[config.mk]
export PLATFORM = sky130hd
export DESIGN_NAME = twsp_top
export DESIGN_NICKNAME = d
export VERILOG_FILES = /design/src/rtl/twsp_pkg.sv /design/src/rtl/twsp_half_timer.sv /design/src/rtl/twsp_powerup.sv /design/src/rtl/twsp_frame_engine.sv /design/src/rtl/twsp_top.sv
export SDC_FILE = /design/constraint.sdc
export NUM_CORES = 1
export LEC_CHECK = 0
export CORE_ASPECT_RATIO = 1.4
export CORE_UTILIZATION = 45
export CTS_CLUSTER_SIZE = 8
export DETAILED_ROUTE_END_ITERATION = 16
export GPL_TIMING_DRIVEN = 1
export PLACE_DENSITY = 0.7
export SLEW_MARGIN = 10
export SYNTH_ARGS = -nofsm -noshare
export SYNTH_HDL_FRONTEND = slang
export SYNTH_SLANG_ARGS = --single-unit
export TNS_END_PERCENT = 30
[constraint.sdc]
create_clock -name clk -period 3.5 [get_ports clk]
set_input_delay 0.7 -clock clk [delete_from_list [all_inputs] [get_ports clk]]
set_output_delay 0.7 -clock clk [all_outputs]
set_load 0.02 [all_outputs]
[src/rtl/twsp_pkg.sv]
package twsp_pkg;

  // Registered three-wire bus pin bundle
  typedef struct packed {
    logic sclk;
    logic sel_n;
    logic sdo;
    logic oe;
  } bus_pins_t;

  localparam bus_pins_t BUS_IDLE = '{sclk: 1'b0, sel_n: 1'b1, sdo: 1'b0, oe: 1'b1};

endpackage

[src/rtl/twsp_half_timer.sv]
module twsp_half_timer #(
  parameter int HALF_CYC = 3
) (
  input  logic clk,
  input  logic rst_n,
  input  logic run,
  output logic tick
);
  localparam int CW = (HALF_CYC > 1) ? $clog2(HALF_CYC) : 1;
  localparam logic [CW-1:0] LAST = CW'(HALF_CYC - 1);

  logic [CW-1:0] cnt_q, cnt_d;

  always_comb begin
    cnt_d = cnt_q;
    if (!run)              cnt_d = '0;
    else if (cnt_q == LAST) cnt_d = '0;
    else                    cnt_d = cnt_q + 1'b1;
  end

  assign tick = run && (cnt_q == LAST);

  always_ff @(posedge clk or negedge rst_n) begin
    if (!rst_n) cnt_q <= '0;
    else        cnt_q <= cnt_d;
  end


  half_idle_chk: assert property (@(posedge clk) disable iff (!rst_n)
    !run |=> (cnt_q == '0));

endmodule

[src/rtl/twsp_powerup.sv]
module twsp_powerup #(
  parameter int RST_CYC = 16
) (
  input  logic clk,
  input  logic rst_n,
  output logic dev_rst_n,
  output logic init_done
);
  localparam int CW = $clog2(RST_CYC + 1);
  localparam logic [CW-1:0] HOLD = CW'(RST_CYC);

  logic [CW-1:0] cnt_q, cnt_d;
  logic          rel_q, rel_d;

  always_comb begin
    cnt_d = cnt_q;
    if (cnt_q != HOLD) cnt_d = cnt_q + 1'b1;
    rel_d = (cnt_q == HOLD);
  end

  always_ff @(posedge clk or negedge rst_n) begin
    if (!rst_n) begin
      cnt_q <= '0;
      rel_q <= 1'b0;
    end else begin
      cnt_q <= cnt_d;
      rel_q <= rel_d;
    end
  end

  assign dev_rst_n = rel_q;
  assign init_done = rel_q;


  rel_hold_chk: assert property (@(posedge clk) disable iff (!rst_n)
    rel_q |=> rel_q);

endmodule

[src/rtl/twsp_frame_engine.sv]
module twsp_frame_engine
  import twsp_pkg::*;
#(
  parameter int ADDR_W = 7,
  parameter int DATA_W = 16
) (
  input  logic              clk,
  input  logic              rst_n,
  input  logic              start_i,
  input  logic              rd_i,
  input  logic [ADDR_W-1:0] addr_i,
  input  logic [DATA_W-1:0] wdata_i,
  input  logic              tick_i,
  input  logic              sdi_i,
  output logic              busy_o,
  output logic              done_o,
  output logic [DATA_W-1:0] rdata_o,
  output bus_pins_t         pins_o
);
  localparam int HDR_W      = 1 + ADDR_W;
  localparam int FRM_W      = HDR_W + DATA_W;
  localparam int S_BIT0     = 3;
  localparam int S_HDR_END  = S_BIT0 + 2 * HDR_W;
  localparam int S_TURN_OFF = S_HDR_END + 2;
  localparam int S_RD0      = S_HDR_END + 4;
  localparam int S_END_W    = S_HDR_END + 2 * DATA_W;
  localparam int S_END_R    = S_RD0 + 2 * DATA_W;
  localparam int S_LAST_W   = S_END_W + 2;
  localparam int S_LAST_R   = S_END_R + 2;
  localparam int SLOT_W     = $clog2(S_LAST_R + 1);

  localparam logic [SLOT_W-1:0] L_BIT0     = SLOT_W'(S_BIT0);
  localparam logic [SLOT_W-1:0] L_HDR_END  = SLOT_W'(S_HDR_END);
  localparam logic [SLOT_W-1:0] L_TURN_OFF = SLOT_W'(S_TURN_OFF);
  localparam logic [SLOT_W-1:0] L_RD0      = SLOT_W'(S_RD0);
  localparam logic [SLOT_W-1:0] L_END_W    = SLOT_W'(S_END_W);
  localparam logic [SLOT_W-1:0] L_END_R    = SLOT_W'(S_END_R);
  localparam logic [SLOT_W-1:0] L_LAST_W   = SLOT_W'(S_LAST_W);
  localparam logic [SLOT_W-1:0] L_LAST_R   = SLOT_W'(S_LAST_R);

  logic              busy_q, busy_d;
  logic              rd_q, rd_d;
  logic              done_q, done_d;
  logic [SLOT_W-1:0] slot_q, slot_d;
  logic [FRM_W-1:0]  shift_q, shift_d;
  logic [DATA_W-1:0] rdata_q, rdata_d;
  logic [SLOT_W-1:0] last_slot, end_slot;

  assign last_slot = rd_q ? L_LAST_R : L_LAST_W;
  assign end_slot  = rd_q ? L_END_R  : L_END_W;

  // Next-state logic: one slot per clock half-period
  always_comb begin
    busy_d  = busy_q;
    rd_d    = rd_q;
    slot_d  = slot_q;
    shift_d = shift_q;
    rdata_d = rdata_q;
    done_d  = 1'b0;
    if (!busy_q) begin
      if (start_i) begin
        busy_d  = 1'b1;
        rd_d    = rd_i;
        slot_d  = '0;
        shift_d = {rd_i, addr_i, (rd_i ? {DATA_W{1'b0}} : wdata_i)};
        if (rd_i) rdata_d = '0;
      end
    end else if (tick_i) begin
      if (slot_q == last_slot) begin
        busy_d = 1'b0;
        done_d = 1'b1;
      end else begin
        slot_d = slot_q + 1'b1;
      end
      // advance the transmit word at the end of each high slot
      if (!slot_q[0] && (slot_q > L_BIT0))
        shift_d = {shift_q[FRM_W-2:0], 1'b0};
      // capture at the end of each low slot of the read data phase
      if (rd_q && slot_q[0] && (slot_q >= L_RD0) && (slot_q < L_END_R))
        rdata_d = {rdata_q[DATA_W-2:0], sdi_i};
    end
  end

  always_ff @(posedge clk or negedge rst_n) begin
    if (!rst_n) begin
      busy_q  <= 1'b0;
      rd_q    <= 1'b0;
      done_q  <= 1'b0;
      slot_q  <= '0;
      shift_q <= '0;
      rdata_q <= '0;
    end else begin
      busy_q  <= busy_d;
      rd_q    <= rd_d;
      done_q  <= done_d;
      slot_q  <= slot_d;
      shift_q <= shift_d;
      rdata_q <= rdata_d;
    end
  end

  // Pin decode from the current slot (even slots are clock-high)
  always_comb begin
    pins_o       = BUS_IDLE;
    pins_o.sclk  = busy_q & ~slot_q[0];
    pins_o.sel_n = ~(busy_q && (slot_q != '0) && (slot_q < end_slot));
    pins_o.sdo   = busy_q && (slot_q >= L_BIT0) &&
                   (!rd_q || (slot_q < L_HDR_END)) && shift_q[FRM_W-1];
    pins_o.oe    = ~(busy_q && rd_q && (slot_q >= L_TURN_OFF) && (slot_q < L_END_R));
  end

  assign busy_o  = busy_q;
  assign done_o  = done_q;
  assign rdata_o = rdata_q;


  done_after_busy_chk: assert property (@(posedge clk) disable iff (!rst_n)
    done_q |-> (!busy_q && $past(busy_q)));


  ignore_start_chk: assert property (@(posedge clk) disable iff (!rst_n)
    (busy_q && start_i && !tick_i) |=> ($stable(rd_q) && $stable(shift_q) && $stable(slot_q)));

endmodule

[src/rtl/twsp_top.sv]
module twsp_top
  import twsp_pkg::*;
#(
  parameter int ADDR_W   = 7,
  parameter int DATA_W   = 16,
  parameter int HALF_CYC = 3,
  parameter int RST_CYC  = 16
) (
  input  logic              clk,
  input  logic              rst_n,
  input  logic              start_i,
  input  logic              rd_i,
  input  logic [ADDR_W-1:0] addr_i,
  input  logic [DATA_W-1:0] wdata_i,
  input  logic              chip_en_i,
  output logic [DATA_W-1:0] rdata_o,
  output logic              busy_o,
  output logic              done_o,
  output logic              sclk_o,
  output logic              sel_n_o,
  output logic              sdo_o,
  output logic              sdo_oe_o,
  input  logic              sdi_i,
  output logic              dev_rst_n_o,
  output logic              dev_en_o
);
  logic [1:0] rst_sync_q;
  logic       srst_n;
  logic       init_done;
  logic       tick;
  logic       start_ok;
  logic       dev_en_q, dev_en_d;
  bus_pins_t  pins_d, pins_q;

  // asynchronous assertion, synchronous release
  always_ff @(posedge clk or negedge rst_n) begin
    if (!rst_n) rst_sync_q <= 2'b00;
    else        rst_sync_q <= {rst_sync_q[0], 1'b1};
  end
  assign srst_n = rst_sync_q[1];

  twsp_powerup #(.RST_CYC(RST_CYC)) u_powerup (
    .clk       (clk),
    .rst_n     (srst_n),
    .dev_rst_n (dev_rst_n_o),
    .init_done (init_done)
  );

  twsp_half_timer #(.HALF_CYC(HALF_CYC)) u_timer (
    .clk   (clk),
    .rst_n (srst_n),
    .run   (busy_o),
    .tick  (tick)
  );

  assign start_ok = start_i && init_done;

  twsp_frame_engine #(.ADDR_W(ADDR_W), .DATA_W(DATA_W)) u_engine (
    .clk     (clk),
    .rst_n   (srst_n),
    .start_i (start_ok),
    .rd_i    (rd_i),
    .addr_i  (addr_i),
    .wdata_i (wdata_i),
    .tick_i  (tick),
    .sdi_i   (sdi_i),
    .busy_o  (busy_o),
    .done_o  (done_o),
    .rdata_o (rdata_o),
    .pins_o  (pins_d)
  );

  assign dev_en_d = init_done && chip_en_i;

  always_ff @(posedge clk or negedge srst_n) begin
    if (!srst_n) begin
      pins_q   <= BUS_IDLE;
      dev_en_q <= 1'b0;
    end else begin
      pins_q   <= pins_d;
      dev_en_q <= dev_en_d;
    end
  end

  assign sclk_o   = pins_q.sclk;
  assign sel_n_o  = pins_q.sel_n;
  assign sdo_o    = pins_q.sdo;
  assign sdo_oe_o = pins_q.oe;
  assign dev_en_o = dev_en_q;


  parked_in_reset_chk: assert property (@(posedge clk) disable iff (!srst_n)
    !dev_rst_n_o |-> (sel_n_o && !sclk_o && sdo_oe_o));

  high_phase_len_chk: assert property (@(posedge clk) disable iff (!srst_n)
    $rose(sclk_o) |=> sclk_o);

  sel_fall_low_chk: assert property (@(posedge clk) disable iff (!srst_n)
    $fell(sel_n_o) |-> !sclk_o);

  sel_rise_low_chk: assert property (@(posedge clk) disable iff (!srst_n)
    $rose(sel_n_o) |-> !sclk_o);

  data_setup_chk: assert property (@(posedge clk) disable iff (!srst_n)
    $rose(sclk_o) |-> $stable(sdo_o));

  oe_in_frame_chk: assert property (@(posedge clk) disable iff (!srst_n)
    !sdo_oe_o |-> !sel_n_o);

  en_after_init_chk: assert property (@(posedge clk) disable iff (!srst_n)
    dev_en_o |-> dev_rst_n_o);

endmodule

==> summary.md <==
| Metric | Value |
|---|---|
| CTS clock-pin slew for the worst setup and hold paths | around 0.070 ns |
| TritonCTS Buffers | 9 |
| Last weighted congestion value of the routability-driven placer | roughly 0.84 |
| Congestion Overflow GR | 0 |
| First-pass GRT wire length | 10.1 mm |
| Antenna-violating nets left | 0 |
| Endpoint arrival time on the critical path | around 1.8 ns |
| IO buf count | between 50 and 60 |
| Pleak | approximately 1.8 nW |
| Number of logic stages on the critical path including buffering | 1 |
| Width of the die | 71.1 um |
| Area growth syn-to-layout | 23.6% |
| Detailed-router iteration count before antenna repair | 11 |
| N_diodes | 0 |
| Avg Cell Area, Syn | around 10 um2 |
| Synth async-reset ratio | 1.00 |
| Number of placement rows | 34 |
| Overall routed net length | around 5.8 mm |
| Vias after detailed routing | ~2300 |
| Pin count of the biggest net entering global routing | 49 |
| Post-route cell area | roughly 3700 um2 |
| FF-to-FF Start | u_engine.slot_q[0]$_DFFE_PN0P_ |
| Post-synth EDFFs | 0 |
| Violated checks | DRC |
| Later-pin clock latency in the skew report | around 0.33 ns |
| Delay-heaviest family, CP | flip-flops |
| Terminating pin of the worst hold path | rst_sync_q[1]$_DFF_PN0_ |
| Endpoint required time on the critical path | 2.80 ns |
| Wire length per cell | 13.9 um |
| Crit path launch type | flop |
| Worst min-delay path startpoint | rst_sync_q[0]$_DFF_PN0_ |
| Setup_tns | 0 ns |
| Tightest slew margin relative to the limit | 0.441 |
| Proportion of synthesized chip area in sequential cells | 0.533 |
| Post_cts resized | 0 |
| Flop2flop setup slack | about 1.4 ns |
| Number of top-level pins | between 50 and 60 |
| Worst-case reg-to-reg path depth | 5 |
| Initial Util | 0.475 |
| Largest stage delay on the critical path | a little under 0.8 ns |
| Number of global-route vias before repair | 2216 |
| Worst clock skew | 0.00918 ns |
| Number of hold violations in the final report | 0 |
| Die height | between 90 and 100 um |
| CTS HTree Levels | 3 |
| Count of buffer and inverter cells on the critical path | 1 |
| Setup bufs post-CTS | 0 |
| Nets in the synthesized netlist | ~330 |
| Layout cell share with drive strength beyond 1 | 0.0807 |
| Maximum resistive drop on vdd | ~0.37 mV |
| Synth cell types | 41 |
| Pwr/cell area | 613 nW/um2 |
| Hold WS | 0.359 ns |
| Cell at the slowest stage of the critical path | dfrtp_2 |
| Crit path capture type | primary output |
| Antenna violations before repair | 0 |
| Worst Path Max Fanout | 37 |
| Post-synth top flop | dfrtp_1 |
| Placed standard-cell area | approximately 3500 um2 |
| Yosys warning total | 0 |
| Unrepaired setup endpoints after global routing | no |
| Maximum clock frequency | roughly 400 MHz |
| Clock root buffer master | clkbuf_8 |
| Status | finished, violations left |
| Total global-route track usage | 0.186 |
| Capturing point of the worst reg2reg path | u_engine.rdata_o[4]$_DFFE_PN0P_ |
| Slew of the pin with the lowest slew margin | about 0.84 ns |
| Final-stage net count | approximately 380 |
| Clock tree from TritonCTS | done |
| Final setup violation count | 0 |
| Synthesis-stage register bit count | 64 |
| DRC | 6 |
| Routed vias/inst | between 5 and 6 |
| Type of the worst setup path | reg2out |
| Core area | 6340 um2 |
| Final slew viol count | 0 |
| Post-Syn Area | ~3000 um2 |
| Number of sinks driven by the clock tree | 64 |
| Placed wire-length estimate | about 4.0 mm |
| List of cells traversed by the critical path | clkdlybuf4s50_1 |
| Share of the clock period used by the worst path | 0.722 |
| Worst min path class | reg2reg |
| Final period demand of the worst path | 2.53 ns |
| Number of cells produced by synthesis | about 300 |
| Worst Hold Depth | 0 |
| Initial DRC count | 242 |
| Buffers from clock root to sink, at most | 2 |
| Total of hold buffers inserted after clock tree synthesis | 0 |
| Maximum Capacitance Violations | 0 |
| Total die area | 7030 um2 |
## cells by family (layout without fill, tap and decap cells)
family	Yosys count	after routing	synth area share
simple gates	106	106	0.163
flops	64	64	0.533
compound gates	60	60	0.128
buf+inv	27	79	0.0470
mux	25	25	0.0835
fa+ha+maj	7	7	0.0291
xor+xnor	5	5	0.0145
other cells	1	1	0.00125
## registers in the layout, summed over array words and instances (netlist names)
| name | cells |
|---|---|
| u_timer.cnt_q | 2 |
| u_engine.rdata_o | 16 |
| rst_sync_q | 2 |
| u_engine.rd_q | 1 |
| u_engine.slot_q | 6 |
| dev_en_o | 1 |
| u_engine.done_o | 1 |
| sel_n_o | 1 |
| u_engine.busy_o | 1 |
| sdo_oe_o | 1 |
| u_powerup.cnt_q | 5 |
| sdo_o | 1 |
| u_powerup.dev_rst_n | 1 |
| u_engine.shift_q | 24 |
| sclk_o | 1 |
## synthesized netlist by cell type, types with 2 or more instances
| cell type | count | share of area |
|---|---|---|
| dfstp_2 | 2 | 0.017 |
| nand4b_1 | 2 | 0.0058 |
| o21a_1 | 2 | 0.0050 |
| a22oi_1 | 14 | 0.035 |
| nand2_1 | 46 | 0.057 |
| buf_2 | 7 | 0.012 |
| nor2b_1 | 3 | 0.0062 |
| o21ai_0 | 5 | 0.0083 |
| ha_1 | 7 | 0.029 |
| mux2i_1 | 24 | 0.080 |
| dfrtp_1 | 62 | 0.52 |
| buf_4 | 4 | 0.010 |
| a21oi_1 | 29 | 0.048 |
| a21o_1 | 2 | 0.0050 |
| nand3_1 | 8 | 0.013 |
| inv_1 | 7 | 0.0087 |
| nor2_1 | 29 | 0.036 |
| xnor2_1 | 5 | 0.015 |
| clkbuf_1 | 7 | 0.0087 |
| nand2b_1 | 2 | 0.0042 |
| nand4_1 | 2 | 0.0042 |
| o211ai_1 | 2 | 0.0050 |
| nor3b_1 | 3 | 0.0075 |
| nor3_1 | 4 | 0.0067 |
## area by class of cell
class	instances	area, um2
sequential	64	1610
tap	72	90.1
multi-input combinational	204	1270
clock inverter	3	17.5
fill	555	2620
inverter	8	30.0
timing repair buffer	56	551
clock buffer	12	155
## routing by layer
| layer | routed length [um] | share of wire | global-route usage |
|---|---|---|---|
| met4 | 115 | 0.020 | 0.0846 |
| met5 | 0 | 0 | 0 |
| met3 | 203 | 0.035 | 0.0552 |
| met1 | 2490 | 0.43 | 0.220 |
| met2 | 3020 | 0.52 | 0.312 |
## metrics by stage
stage / total power, mW / std cells / util / setup WS [ns]
2_1_floorplan: 1.54 / 295 / - / 1.59
3_3_place_gp: 1.71 / 404 / 0.560 / 1.13
3_5_place_dp: 1.74 / 404 / 0.560 / 1.11
4_1_cts: 2.31 / 419 / 0.587 / 0.952
5_1_grt: 2.44 / 419 / 0.587 / 0.864
6_report: 2.28 / 419 / 0.587 / 0.974
## where the power goes
group / leakage [nW] / internal (mW) / switching (mW)
combinational: 0.966 / 0.319 / 0.304
clock: 0.0882 / 0.289 / 0.269
sequential: 0.747 / 0.948 / 0.151
total: 1.80 / 1.56 / 0.725
## cells in the final DEF, fill, tap and decap left out, types with 4 or more instances in the layout
| master | Yosys | final |
|---|---|---|
| clkdlybuf4s50_1 | 0 | 52 |
| ha_1 | 7 | 7 |
| nor3_1 | 4 | 4 |
| nand3_1 | 8 | 8 |
| nor2_1 | 29 | 29 |
| a22oi_1 | 14 | 14 |
| inv_1 | 7 | 7 |
| a21oi_1 | 29 | 29 |
| o21ai_0 | 5 | 5 |
| xnor2_1 | 5 | 5 |
| mux2i_1 | 24 | 24 |
| buf_4 | 4 | 4 |
| nand2_1 | 46 | 46 |
| dfrtp_1 | 62 | 60 |
| clkbuf_8 | 0 | 11 |
## worst max path at each step
| stage | from | slack (ns) | endpoint |
|---|---|---|---|
| floorplan | rst_sync_q[1]$_DFF_PN0_ | 1.59 | dev_en_o$_DFF_PN0_ |
| finish | u_engine.busy_o$_DFF_PN0_ | 0.97 | busy_o |
| global route | u_engine.busy_o$_DFF_PN0_ | 0.86 | busy_o |
| CTS | u_engine.busy_o$_DFF_PN0_ | 0.95 | busy_o |
| global placement | rd_i | 1.13 | u_engine.rdata_o[9]$_DFFE_PN0P_ |
| detailed placement | start_i | 1.11 | u_engine.shift_q[13]$_DFFE_PN0P_ |
(Power assumes the default switching activity.)
